$ cat config.mk
export PLATFORM = sky130hd
export DESIGN_NAME = iq_serial_port
export DESIGN_NICKNAME = d
export VERILOG_FILES = /design/src/rtl/iqsp_pkg.sv /design/src/rtl/iqsp_timing.sv /design/src/rtl/iqsp_word.sv /design/src/rtl/iq_serial_port.sv
export SDC_FILE = /design/constraint.sdc
export NUM_CORES = 1
export LEC_CHECK = 0
export BUFFER_PORTS_ARGS = -buffer_cell sky130_fd_sc_hd__buf_2
export CAP_MARGIN = 20
export CORE_MARGIN = 3
export CORE_UTILIZATION = 35
export DETAILED_ROUTE_END_ITERATION = 16
export PLACE_DENSITY_LB_ADDON = 0.12
export SETUP_SLACK_MARGIN = 0.15
export SYNTH_ARGS = -nofsm -noshare
export SYNTH_HDL_FRONTEND = slang
export SYNTH_SLANG_ARGS = --single-unit
$ cat constraint.sdc
create_clock -name clk_i -period 2.2 [get_ports clk_i]
set_input_delay 0.33 -clock clk_i [delete_from_list [all_inputs] [get_ports clk_i]]
set_output_delay 0.33 -clock clk_i [all_outputs]
set_load 0.02 [all_outputs]
$ cat src/rtl/iqsp_pkg.sv
package iqsp_pkg;
  typedef struct packed {
    logic sclk;
    logic frame;
    logic data;
  } ser_lines_t;
endpackage

$ cat src/rtl/iqsp_timing.sv
module iqsp_timing #(
  parameter int BCLK_DIV = 4,
  parameter int WORD_W   = 16,
  localparam int FRAME_LEN = BCLK_DIV * WORD_W,
  localparam int PAIR_LEN  = 2 * FRAME_LEN,
  localparam int CNT_W     = $clog2(PAIR_LEN),
  localparam int DIV_W     = $clog2(BCLK_DIV),
  localparam int BIT_W     = $clog2(WORD_W)
) (
  input  logic             clk_i,
  input  logic             rst_ni,
  input  logic             run_i,
  output logic             sclk_o,
  output logic             frame_o,
  output logic [BIT_W-1:0] bit_idx_o,
  output logic             q_word_o,
  output logic             reload_o
);
  logic [CNT_W-1:0] cnt_q;
  logic [DIV_W-1:0] phase;

  always_ff @(posedge clk_i or negedge rst_ni) begin
    if (!rst_ni)     cnt_q <= '0;
    else if (!run_i) cnt_q <= '0;
    else             cnt_q <= cnt_q + 1'b1;
  end

  assign phase     = cnt_q[DIV_W-1:0];
  assign bit_idx_o = cnt_q[DIV_W +: BIT_W];
  assign q_word_o  = cnt_q[CNT_W-1];
  assign sclk_o    = run_i && (phase < DIV_W'(BCLK_DIV / 2));
  assign frame_o   = run_i && (bit_idx_o == '0);
  // copy new pair in just before the I word begins
  assign reload_o  = !run_i || (cnt_q == CNT_W'(PAIR_LEN - 1));

  assert_sclk_high_R2: assert property (@(posedge clk_i) disable iff (!rst_ni || !run_i)
    $rose(sclk_o) |=> sclk_o);
  assert_sclk_low_R2: assert property (@(posedge clk_i) disable iff (!rst_ni || !run_i)
    $fell(sclk_o) |=> !sclk_o);
  assert_frame_align_R3: assert property (@(posedge clk_i) disable iff (!rst_ni || !run_i)
    $rose(frame_o) |-> $rose(sclk_o));
  assert_restart_i_R9: assert property (@(posedge clk_i) disable iff (!rst_ni)
    $rose(run_i) |-> (!q_word_o && frame_o));
endmodule

$ cat src/rtl/iqsp_word.sv
module iqsp_word #(
  parameter int SAMPLE_W = 15,
  localparam int WORD_W  = SAMPLE_W + 1,
  localparam int BIT_W   = $clog2(WORD_W)
) (
  input  logic                clk_i,
  input  logic                rst_ni,
  input  logic                run_i,
  input  logic                reload_i,
  input  logic                valid_i,
  input  logic [SAMPLE_W-1:0] i_i,
  input  logic [SAMPLE_W-1:0] q_i,
  input  logic [BIT_W-1:0]    bit_idx_i,
  input  logic                q_word_i,
  output logic                data_o
);
  localparam logic [BIT_W-1:0] LAST_BIT = BIT_W'(WORD_W - 1);

  logic [SAMPLE_W-1:0] hold_i_q, hold_q_q, act_i_q, act_q_q;
  logic [SAMPLE_W-1:0] nxt_i, nxt_q;
  logic [WORD_W-1:0]   word;

  assign nxt_i = valid_i ? i_i : hold_i_q;
  assign nxt_q = valid_i ? q_i : hold_q_q;

  always_ff @(posedge clk_i or negedge rst_ni) begin
    if (!rst_ni) begin
      hold_i_q <= '0;
      hold_q_q <= '0;
      act_i_q  <= '0;
      act_q_q  <= '0;
    end else begin
      hold_i_q <= nxt_i;
      hold_q_q <= nxt_q;
      if (reload_i) begin
        act_i_q <= nxt_i;
        act_q_q <= nxt_q;
      end
    end
  end

  assign word   = q_word_i ? {act_q_q, 1'b1} : {act_i_q, 1'b0};
  assign data_o = run_i && word[LAST_BIT - bit_idx_i];

  assert_pair_locked_R8: assert property (@(posedge clk_i) disable iff (!rst_ni)
    !$past(reload_i) |-> ($stable(act_i_q) && $stable(act_q_q)));
  assert_tag_bit_R5: assert property (@(posedge clk_i) disable iff (!rst_ni)
    (run_i && bit_idx_i == LAST_BIT) |-> (data_o == q_word_i));
endmodule

$ cat src/rtl/iq_serial_port.sv
module iq_serial_port #(
  parameter int SAMPLE_W = 15,
  parameter int BCLK_DIV = 4,
  localparam int WORD_W  = SAMPLE_W + 1,
  localparam int BIT_W   = $clog2(WORD_W)
) (
  input  logic                clk_i,
  input  logic                rst_ni,
  input  logic                en_i,
  input  logic                sample_valid_i,
  input  logic [SAMPLE_W-1:0] i_sample_i,
  input  logic [SAMPLE_W-1:0] q_sample_i,
  output logic                sclk_o,
  output logic                sclk_oe_o,
  output logic                frame_o,
  output logic                frame_oe_o,
  output logic                data_o,
  output logic                data_oe_o
);
  import iqsp_pkg::*;

  logic             run_q;
  logic [BIT_W-1:0] bit_idx;
  logic             q_word, reload;
  ser_lines_t       lines;

  always_ff @(posedge clk_i or negedge rst_ni) begin
    if (!rst_ni) run_q <= 1'b0;
    else         run_q <= en_i;
  end

  iqsp_timing #(.BCLK_DIV(BCLK_DIV), .WORD_W(WORD_W)) i_timing (
    .clk_i     (clk_i),
    .rst_ni    (rst_ni),
    .run_i     (run_q),
    .sclk_o    (lines.sclk),
    .frame_o   (lines.frame),
    .bit_idx_o (bit_idx),
    .q_word_o  (q_word),
    .reload_o  (reload)
  );

  iqsp_word #(.SAMPLE_W(SAMPLE_W)) i_word (
    .clk_i     (clk_i),
    .rst_ni    (rst_ni),
    .run_i     (run_q),
    .reload_i  (reload),
    .valid_i   (sample_valid_i),
    .i_i       (i_sample_i),
    .q_i       (q_sample_i),
    .bit_idx_i (bit_idx),
    .q_word_i  (q_word),
    .data_o    (lines.data)
  );

  assign sclk_o     = lines.sclk;
  assign frame_o    = lines.frame;
  assign data_o     = lines.data;
  assign sclk_oe_o  = run_q;
  assign frame_oe_o = run_q;
  assign data_oe_o  = run_q;

  always_comb begin
    if (!rst_ni) begin
      assert_reset_idle_R1: assert (!sclk_oe_o && !frame_oe_o && !data_oe_o &&
                                    !sclk_o && !frame_o && !data_o);
    end
  end

  assert_oe_on_R7: assert property (@(posedge clk_i) disable iff (!rst_ni)
    en_i |=> (sclk_oe_o && frame_oe_o && data_oe_o));
  assert_oe_off_R7: assert property (@(posedge clk_i) disable iff (!rst_ni)
    !en_i |=> !(sclk_oe_o || frame_oe_o || data_oe_o || sclk_o || frame_o || data_o));
  assert_data_edge_R6: assert property (@(posedge clk_i) disable iff (!rst_ni || !data_oe_o)
    !$stable(data_o) |-> $rose(sclk_o));
endmodule

==> run metrics <==
outcome=finished, violations left; failing checks=negative setup slack; Max-slew headroom=0.7059; Fin Setup TNS=-176.1 ps; total CTS buffers=9; register bit count reported by yosys=68; die area=slightly above 9000 sq um; Cells after Synth=188; clk slew on worst S/H paths=70 ps; Worst-Margin Slew=approximately 440 ps; Clock Latency Late Sink=around 340 ps; setup bufs post-CTS=0; placed inst area=around 3200 sq um; Rows=32; Design Power=0.002933 W; Cell Chain, Critical Path=mux4_2 > mux2_2 > a221oi_2 > a311oi_2 > buf_4; most used standard cell by instance count after synthesis=dfrtp_1; crit-path max FO=3; DRC viols=0; Post-Place Setup Slack=around 80 ps; Worst setup SP type=register; Final Setup Violations=1; NumNets Final=271; Fmax=420.9 MHz; Yosys top cell by area=dfrtp_1; sequential power share=0.494; initial DRC count=87; Final Max Tran Viols=0; Area Overhead vs Synth=20.42%; ys async rst share=1.000; via count=1,588; Critical Path RT=between 1500 and 2000 ps; Synth top cells by count=68 x dfrtp_1, 60 x mux2_1, 8 x nor2_1, 7 x buf_4; n_diodes=0; All-Layer GR Usage=0.1250; area share of the largest cell type after synthesis=0.5960; vias in the first global route=between 1,500 and 2,000; largest net degree at the start of global routing=36; fin util=0.4404; Final HPWL DP=3474 microns; Final WS setup=-176.1 ps; core area=between 7000 and 8000 sq um; grt ovf=0; CTS H-tree lvls=3; Starting Density=0.3657; Netlist Area Pre-Place=about 2900 sq um; share of cells above drive strength 1=0.3112; CP Capture Type=primary output; final wirelength=4922 microns; final hold violations=0; Slowest-stage cell, CP=mux4_2; Post-synth top flop=dfrtp_1; clk sink count=68; first-pass GRT wire length=8514 microns; CTS tree=yes; WL/cell=approximately 14 microns; DRT Pass-1 Iters=3; hold buffers post-CTS=0; Avg Synthesized Cell Area=15.19 sq um; Worst path max stage delay=510 ps; GP Congestion=0.7743; clk buf depth=2; IO Count=40; DR vias/cell=4.630; Psw=0.0006488 W; ranking of synthesized cells by area=dfrtp_1 60%, mux2_1 24%, mux4_2 3.2%; Design Area, Final=~3400 sq um; Synth Warn #=0; Cell variety after synth=30; clock power share=0.401; maximum VDD drop=approximately 0.36 mV; Gate power share=0.105; Pwr Density=853.0 nW/um^2; Sw Ratio=0.2212; Syn Nets=223; PortBufs=39; max_cap viols=0; number of synthesized flops with an enable pin=0; DRT antenna net count=0; clk_skew=6.719 ps; unrepaired setup endpoints after global routing=yes; Pint=0.002284 W; Root Driver=clkbuf_8; sequential area share after synthesis=0.5960; Period minus WS final=2376 ps; die span in y=96.32 microns; initial antenna violation count=0; CP Data Arrival Time=2050 ps; Final Cycle Share=1.080; LEAKAGE=1.502 nW; die width=~96 microns; Hold Path Class=in -> async; critical path type=reg -> out
worst paths after layout:
check                                       to  slack, ps               from  cells after the start
setup / recovery                        data_o       -180  i_timing.cnt_q[6]                      5
hold / removal             i_word.hold_i_q[12]         20             rst_ni                      2
setup reg to reg            i_word.act_q_q[10]        300  i_timing.cnt_q[2]                      5
hold reg to reg              i_timing.cnt_q[0]        480  i_timing.cnt_q[0]                      1
max in group asynchronous    i_word.act_i_q[2]       1850             rst_ni                      2
min in group clk_i                   data_oe_o         90               en_i                      1
through the flow:
stage	hold WS [ps]	std cells
floorplan	34.41	188
detailed placement	401.0	327
finish	21.70	343
global route	57.25	343
global placement	415.5	327
CTS	29.29	343
area by class of cell:
class,count,area [sq um]
inverter,3,11.26
clock inverter,4,70.07
clock buffer,12,165.2
fill,727,4369
tap,102,127.6
timing repair buffer,48,281.5
sequential,68,1703
multi-input combinational,106,1080
cell usage in the layout, fill, tap and decap left out, drive strengths merged:
cell / count
nand3: 1
inv: 3
clkbuf: 12
nor2b: 1
nor2: 8
mux4: 5
a311oi: 1
dfrtp: 68
nand4: 2
nand2: 4
buf: 48
or3b: 1
o211ai: 1
mux2: 61
xnor2: 3
a2bb2oi: 1
a31oi: 2
xor2: 2
bufinv: 2
mux2i: 4
o21ai: 2
a221oi: 1
and2: 2
nor3: 1
ha: 1
a21oi: 2
clkinv: 2
timing repair:
item	CTS	global route
gates resized for setup	3	1
gates cloned	0	0
setup endpoints to repair	1	1
pin swaps	2	1
power groups by stage:
stage / Clock, W / Combinational [W] / Sequential (W)
floorplan: 0 / 0.000212 / 0.00145
global placement: 0 / 0.000311 / 0.00148
detailed placement: 0 / 0.000318 / 0.00148
CTS: 0.00122 / 0.000321 / 0.00145
global route: 0.00127 / 0.000352 / 0.00147
finish: 0.00118 / 0.000308 / 0.00145
registers in the layout (all words and copies together), names as in the netlist:
| register | count |
|---|---|
| i_word.hold_i_q | 15 |
| i_word.act_i_q | 15 |
| i_timing.cnt_q | 7 |
| i_word.act_q_q | 15 |
| i_word.hold_q_q | 15 |
| data_oe_o | 1 |
critical path, delay by kind of cell (launching register included):
family / cells / cell delay (ps)
compound gates: 2 / 330
flops: 1 / 410
buf+inv: 1 / 180
mux: 2 / 790
cells by family (layout without fill, tap and decap cells):
family                   Yosys count  in the layout  synth area share
AND/OR/NAND/NOR                   20             20           0.03330
AO/OA/AOI/OAI                     10             10           0.02760
buffers and inverters             14             67           0.02804
flip-flops                        68             68            0.5960
XOR/XNOR                           5              5           0.01534
multiplexers                      70             70            0.2954
adder cells (fa/ha/maj)            1              1          0.004381
metal layers:
metal  wire, microns  track usage  vias up
met3             219      0.04300        7
met2            2196       0.1731       28
met1            2429       0.1745      784
met4              76      0.05958        0
li1                -            -      769
met5               0            0        -
Note: power is estimated with default switching activity, not from simulation.
